$ cat config.mk
export PLATFORM = sky130hd
export DESIGN_NAME = cfg_regbank
export DESIGN_NICKNAME = d
export VERILOG_FILES = /design/src/rtl/cfg_regbank.sv
export SDC_FILE = /design/constraint.sdc
export NUM_CORES = 1
export LEC_CHECK = 0
export ABC_AREA = 0
export ABC_CLOCK_PERIOD_IN_PS = 1400
export CAP_MARGIN = 10
export CORE_AREA = 2 2 315 223
export DETAILED_ROUTE_END_ITERATION = 6
export DIE_AREA = 0 0 317 225
export PLACE_DENSITY_LB_ADDON = 0.08
export SYNTH_ARGS = -nofsm -noshare
export SYNTH_HDL_FRONTEND = slang
export SYNTH_SLANG_ARGS = --single-unit
$ cat constraint.sdc
create_clock -name clk_i -period 1.4 [get_ports clk_i]
set_input_delay 0.35 -clock clk_i [delete_from_list [all_inputs] [get_ports clk_i]]
set_output_delay 0.35 -clock clk_i [all_outputs]
set_load 0.02 [all_outputs]
$ cat src/rtl/cfg_regbank.sv
module cfg_regbank #(
  parameter int NREG = 16,
  parameter int AW   = 32,
  parameter int DW   = 32,
  parameter int IDW  = 8
) (
  input  logic           clk_i,
  input  logic           rst_ni,
  input  logic           req_i,
  output logic           gnt_o,
  input  logic [AW-1:0]  addr_i,
  input  logic           we_n_i,
  input  logic [DW/8-1:0] be_i,
  input  logic [DW-1:0]  wdata_i,
  input  logic [IDW-1:0] id_i,
  output logic [DW-1:0]  rdata_o,
  output logic           rvalid_o,
  output logic [IDW-1:0] rid_o
);
  localparam int NB  = DW / 8;
  localparam int OFF = $clog2(NB);
  localparam int IW  = $clog2(NREG);

  logic [DW-1:0] regs [NREG];
  logic [IW-1:0] idx;
  logic          hit, acc, unused_low;

  assign gnt_o      = req_i;
  assign acc        = req_i & gnt_o;
  assign idx        = addr_i[OFF +: IW];
  assign hit        = (addr_i[AW-1:OFF+IW] == '0);
  assign unused_low = ^addr_i[OFF-1:0];

  always_ff @(posedge clk_i or negedge rst_ni) begin
    if (!rst_ni) begin
      for (int r = 0; r < NREG; r++) regs[r] <= '0;
    end else if (acc && !we_n_i && hit) begin
      for (int b = 0; b < NB; b++)
        if (be_i[b]) regs[idx][8*b +: 8] <= wdata_i[8*b +: 8];
    end
  end

  always_ff @(posedge clk_i or negedge rst_ni) begin
    if (!rst_ni) begin
      rvalid_o <= 1'b0;
      rid_o    <= '0;
      rdata_o  <= '0;
    end else begin
      rvalid_o <= acc;
      rid_o    <= acc ? id_i : '0;
      rdata_o  <= (acc && we_n_i && hit) ? regs[idx] : '0;
    end
  end
endmodule

==> run_results.csv, run 1 <==
group,metric,value,unit
sta,finalSetupViolations,585,
outcome,status,"complete, but fails checks",
logic_synthesis,async_flop_share,1.00,
clock_network,tritoncts,"done",
clock_network,cts_made_buffers,56,
logic_synthesis,synth_fp_nets,1582,
logic_synthesis,syn_inst,1502,
floorplan,start_util,0.399,
sta,slew-limit-headroom,0.657,
power,p_leak,16.4,nW
routing,postRouteAntennaNets,0,
worst_setup_path,max_stage_delay,0.30,ns
worst_setup_path,crit_fanout,8,
sta,rsz0062_at_grt,"yes",
power,clkPwrFrac,0.456,
sta,fin_setup_tns,-123.93,ns
place,hpwlAfterDp,44.5,mm
floorplan,fp.dieW,317,microns
clock_network,htree_levels,2,
routing,drt_iter0_markers,909,
layout,area_growth_syn_to_layout,31.0,%
sta,fin_ws,-0.313,ns
global_route,track_usage,0.209,
routing,routed-via-count,15000,
floorplan,rows,80,
global_route,grt_pass1_wl,111,mm
routing,avgRoutedWirePerCell,25.4,microns
worst_setup_path,critical_path.top_delay_family,"buffers and inverters",
global_route,grt_pass1_vias,16500,
sta,hold_violations,0,
global_route,antenna_found_initial,0,
layout,num-nets-final,1964,
outcome,violations,"negative setup slack",
floorplan,die_area,0.0713,sq mm
logic_synthesis,yosysMostFrequentCell,"dfrtp_1",
place,gp_congestion,0.763,
sta,period_needed,1.71,ns
sta,tightest_slew,0.515,ns
worst_setup_path,path_class,"primary input to flop",
clock_network,clock_path_buffers,3,
logic_synthesis,yosysTopAreaCellShare,0.510,
floorplan,io_pins,122,
routing,first_pass_iters,4,
global_route,grt_overflow,0,
power,total_power,33.3,mW
logic_synthesis,yosys_warnings,0,
worst_setup_path,slowest_stage,"mux2_4",
layout,drive_above_1_share,0.634,
routing,drc,0,
worst_setup_path,endpoint_kind,"flop",
sta,max_freq,584,MHz
place,portBuffers,119,
logic_synthesis,syn_area_per_cell,18.1,sq um
logic_synthesis,synthDistinctLibCells,26,
logic_synthesis,synth_seq_cells,553,
hold_path,hold_path.class,"primary input to flop",
run,cap_violations,0,
place,placedCellCount,2689,
power,p_sw_frac,0.229,
routing,viasPerCell,5.32,
sta,fin_crit_sh,1.22,
logic_synthesis,ys_seq_area_frac,0.510,
worst_setup_path,cp_num_buf_inv,6,
clock_network,cts.clk_slew.worst_paths,0.06,ns
clock_network,cts.sinks,553,
power,p_int,25.7,mW
worst_setup_path,start_kind,"primary input",
logic_synthesis,yosysTopAreaCell,"dfrtp_1",
logic_synthesis,synthTopCellsByCount,"553 x dfrtp_1, 480 x mux2_4, 128 x mux4_2",
clock_network,clk_latency,0.62,ns
power,seqPwrFrac,0.480,
floorplan,chipHeight,225,microns
layout,n_antenna_cell,0,
worst_setup_path,crit_required,1.90,ns
power,vdd_drop_max,0.714,mV
logic_synthesis,synth_area_leaders,"dfrtp_1 51%, mux2_4 27%, mux4_2 11%",
worst_setup_path,cp_data_arrival_time,2.21,ns
power,power_frac_comb,0.064,
routing,wl,71.7,mm
power,p_sw,7.64,mW
sta,fin_skew,0.0113,ns
logic_synthesis,mappedNetlistArea,0.0271,sq mm
power,p_per_area,938,mW/mm^2
clock_network,cts-root-buf,"clkbuf_16",
global_route,grt_max_degree,60,
logic_synthesis,synth_enable_flop_cells,0,
worst_setup_path,crit_chain,"buf_6, nor4_2, nand4_1, buf_6, buf_12, buf_4, buf_16, nor4_4, buf_12, mux2_4",
layout,fin_cells,2826,
sta,slew_violations,0,
floorplan,core_area,0.0680,sq mm
logic_synthesis,synth_ff_type,"dfrtp_1",
layout,final_core_util,0.523,
## flip-flops by register name, indices dropped and copies added (netlist names)
| register | flops |
|---|---|
| rid_o | 8 |
| regs | 512 |
| rvalid_o | 1 |
| rdata_o | 32 |
## metal layers
| metal | track usage | part of all wire | vias to the layer above |
|---|---|---|---|
| met1 | 0.332 | 0.51 | 8151 |
| met5 | 0 | 0 | - |
| met2 | 0.298 | 0.43 | 290 |
| li1 | - | - | 6509 |
| met3 | 0.0313 | 0.039 | 78 |
| met4 | 0.0443 | 0.015 | 0 |
## power groups by stage
stage | logic (mW) | clock network, mW | registers, mW
after CTS | 2.16 | 15.6 | 16.0
after global routing | 2.30 | 16.3 | 16.0
final | 2.13 | 15.2 | 16.0
after detailed placement | 2.12 | 0 | 16.3
after global placement | 2.10 | 0 | 16.3
after floorplan | 0.695 | 0 | 16.3
## layout by cell type (no fill, tap or decap), types with 8 or more instances in the layout
cell type	Yosys	layout
a22oi_1	64	58
clkbuf_16	0	57
clkbuf_1	63	13
mux2_1	24	8
mux2_4	480	504
and2_1	9	8
nor4_4	64	69
clkbuf_8	0	16
clkdlybuf4s50_1	0	43
clkinv_2	0	9
a21oi_4	0	26
buf_16	0	12
buf_12	5	125
buf_6	11	63
buf_4	3	150
mux4_2	128	128
buf_8	0	9
dfrtp_1	553	553
buf_2	11	11
## logic make-up after synthesis
family / after synthesis / share of synthesized area
mux: 640 / 0.385
buf+inv: 101 / 0.0209
simple gates: 112 / 0.0600
flops: 553 / 0.510
compound gates: 96 / 0.0236
## what timing repair did
action,in CTS,in global routing
setup buffers,22,7
cloned,13,0
hold buffers,1,0
resized for setup,463,18
hold endpoints to repair,254,0
pin swaps,72,31
endpoints found under the setup margin,586,585
## stage by stage
step / hold slack (ns) / cell area [sq um] / setup WS [ns]
finish: 0.122 / 35500 / -0.313
global route: 0.129 / 35500 / -0.359
CTS: 0.105 / 35500 / -0.316
detailed placement: 0.224 / 32600 / -1.30
global placement: 0.225 / 32600 / -1.26
floorplan: 0.0544 / 27600 / -0.772
## final cells by class
cell class | count | area [sq um]
clock buffer | 86 | 1700
multi-input combinational | 848 | 13300
tap | 902 | 1130
sequential | 553 | 13800
timing repair buffer | 425 | 5410
clock inverter | 12 | 135
fill | 5438 | 32400
## path summary, 6_finish.rpt
check | start | to | slack (ns) | cells past startpoint
setup / recovery | addr_i[14] | regs[477] | -0.31 | 10
hold / removal | req_i | rvalid_o | 0.12 | 2
setup reg to reg | regs[175] | rdata_o[15] | -0.17 | 3
hold reg to reg | regs[14] | regs[14] | 0.48 | 1
max in group asynchronous | rst_ni | regs[12] | 0.51 | 4
min in group asynchronous | rst_ni | regs[411] | 0.17 | 2
Note: power is estimated with default switching activity, not from simulation.
==> run 2: changes to the inputs <==
--- a/config.mk
+++ b/config.mk
@@ -9,6 +9,7 @@
 export ABC_CLOCK_PERIOD_IN_PS = 1400
 export CAP_MARGIN = 10
 export CORE_AREA = 2 2 315 223
+export CTS_CLUSTER_SIZE = 28
 export DETAILED_ROUTE_END_ITERATION = 6
 export DIE_AREA = 0 0 317 225
 export PLACE_DENSITY_LB_ADDON = 0.08
==> results of run 2 <==
No change in the layout: final DEF, timing and power equal those of run 1.
==> run 3: changes to the inputs <==
--- a/config.mk
+++ b/config.mk
@@ -9,9 +9,11 @@
 export ABC_CLOCK_PERIOD_IN_PS = 1400
 export CAP_MARGIN = 10
 export CORE_AREA = 2 2 315 223
+export CTS_CLUSTER_DIAMETER = 80
 export CTS_CLUSTER_SIZE = 28
 export DETAILED_ROUTE_END_ITERATION = 6
 export DIE_AREA = 0 0 317 225
+export GPL_TIMING_DRIVEN = 0
 export PLACE_DENSITY_LB_ADDON = 0.08
 export SYNTH_ARGS = -nofsm -noshare
 export SYNTH_HDL_FRONTEND = slang
==> run_results.csv, run 3 (synthesized netlist as in run 1, its figures left out) <==
group,metric,value,unit
layout,n_antenna_cell,0,
sta,period_needed,2.01,ns
sta,fin_skew,0.0275,ns
routing,wl,79.5,mm
place,hpwlAfterDp,49.0,mm
layout,largest_reg_flops,512,
sta,finalSetupViolations,585,
layout,largestRegisters,"regs: 512 flops, rdata_o: 32 flops, rid_o: 8 flops",
worst_setup_path,cp_data_arrival_time,2.52,ns
global_route,grt_max_degree,119,
clock_network,htree_levels,1,
routing,drt_iter0_markers,1352,
sta,whs,-0.353,ns
place,placedCellCount,2527,
power,vdd_drop_max,0.836,mV
global_route,track_usage,0.226,
floorplan,die_area,0.0713,sq mm
sta,fin_ws,-0.607,ns
sta,slew_violations,0,
worst_setup_path,start_kind,"primary input",
routing,avgRoutedWirePerCell,29.5,microns
outcome,status,"complete, but fails checks",
routing,drc,0,
power,total_power,27.5,mW
sta,tightest_slew,0.642,ns
floorplan,rows,80,
clock_network,cts_made_buffers,27,
clock_network,clock_path_buffers,3,
sta,rsz0062_at_grt,"yes",
sta,hold_violations,54,
global_route,antenna_found_initial,0,
place,dp_slack,-2.24,ns
layout,fin_cells,2693,
clock_network,cts-root-buf,"clkbuf_16",
global_route,grt_pass1_vias,16100,
power,p_per_area,820,mW/mm^2
layout,max_flop_register,"regs",
routing,postRouteAntennaNets,0,
routing,viasPerCell,5.60,
outcome,violations,"negative hold slack, negative setup slack",
place,place_area,0.0300,sq mm
global_route,grt_pass1_wl,117,mm
clock_network,cts.sinks,553,
floorplan,core_area,0.0680,sq mm
sta,max_freq,498,MHz
hold_path,hold_path.class,"primary input to async pin",
power,p_leak,15.4,nW
layout,final_common_cell,"dfrtp_1",
worst_setup_path,path_class,"primary input to flop",
routing,routed-via-count,15100,
sta,fin_setup_tns,-218.46,ns
worst_setup_path,crit_fanout,8,
layout,num-nets-final,1859,
layout,final_area,0.0336,sq mm
run,cap_violations,0,
routing,first_pass_iters,5,
clock_network,clk_latency,0.62,ns
floorplan,start_util,0.399,
floorplan,io_pins,122,
worst_setup_path,endpoint_kind,"flop",
place,gp_congestion,0.821,
floorplan,fp.dieW,317,microns
layout,final_core_util,0.494,
clock_network,cts.clk_slew.worst_paths,0.11,ns
global_route,grt_overflow,0,
layout,final_cell_mix,"553 x dfrtp_1, 512 x mux2_4, 128 x mux4_2",
layout,area_growth_syn_to_layout,23.8,%
layout,drive_above_1_share,0.599,
clock_network,tritoncts,"done",
floorplan,chipHeight,225,microns
sta,slew-limit-headroom,0.572,
place,portBuffers,117,
sta,fin_crit_sh,1.43,
worst_setup_path,crit_required,1.91,ns
==> run 3: cell count changes in the layout (fill, tap and decap cells not counted), sizes merged <==
| cell | before | now |
|---|---|---|
| buf | 370 | 232 |
| clkdlybuf4s15 | 7 | 6 |
| clkbuf | 87 | 91 |
| clkinv | 9 | 4 |
| inv | 0 | 6 |
| clkdlybuf4s50 | 43 | 44 |
| bufinv | 3 | 1 |
| clkinvlp | 0 | 2 |
==> run 3: worst paths after layout <==
| path | startpoint | endpoint | slack (ns) | cells after the start |
|---|---|---|---|---|
| worst max-delay path | addr_i[30] | regs[369] | -0.61 | 11 |
| worst min-delay path | rst_ni | regs[63] | -0.35 | 1 |
| worst max register to register | regs[25] | rdata_o[25] | -0.12 | 3 |
| worst min register to register | regs[56] | regs[56] | 0.52 | 1 |
| max in group asynchronous | rst_ni | regs[38] | 0.34 | 3 |
| min in group clk_i | req_i | rid_o[3] | 0.08 | 2 |
==> run 3: layout make-up <==
| cell class | count | area [sq um] |
|---|---|---|
| Fill cell | 5545 | 34400 |
| Sequential cell | 553 | 13800 |
| Multi-Input combinational cell | 848 | 13400 |
| Timing Repair Buffer | 251 | 3430 |
| Tap cell | 902 | 1130 |
| Buffer | 98 | 938 |
| Clock buffer | 28 | 679 |
| Clock inverter | 13 | 171 |
==> run 3: what timing repair did <==
action,CTS,global route
buffers inserted,103,23
gates cloned,10,0
hold endpoints to repair,54,55
pin swaps,73,51
resized for setup,525,44
endpoints found under the setup margin,586,586
==> run 3: power by group <==
group	leakage, nW	internal, mW	switching [mW]
sequential	7.72	16.0	0.00645
combinational	7.28	0.591	1.37
clock	0.409	3.90	5.70
total	15.4	20.5	7.08
==> run 3: worst max-delay path, cell delays in order <==
cell and delay, ns:
buf_6 0.09, nor4_4 0.26, nand4_1 0.24, buf_12 0.21
buf_12 0.12, buf_12 0.12, buf_16 0.13, buf_12 0.14
nor4_4 0.31, buf_12 0.20, mux2_4 0.31
==> run 3: metal layers <==
metal,routed length (microns),vias to the layer above,GRT usage,part of all wire
met3,5090,75,0.0508,0.064
li1,-,6256,-,-
met5,0,-,0,0
met2,33100,401,0.316,0.42
met4,1190,0,0.0333,0.015
met1,40100,8353,0.361,0.50
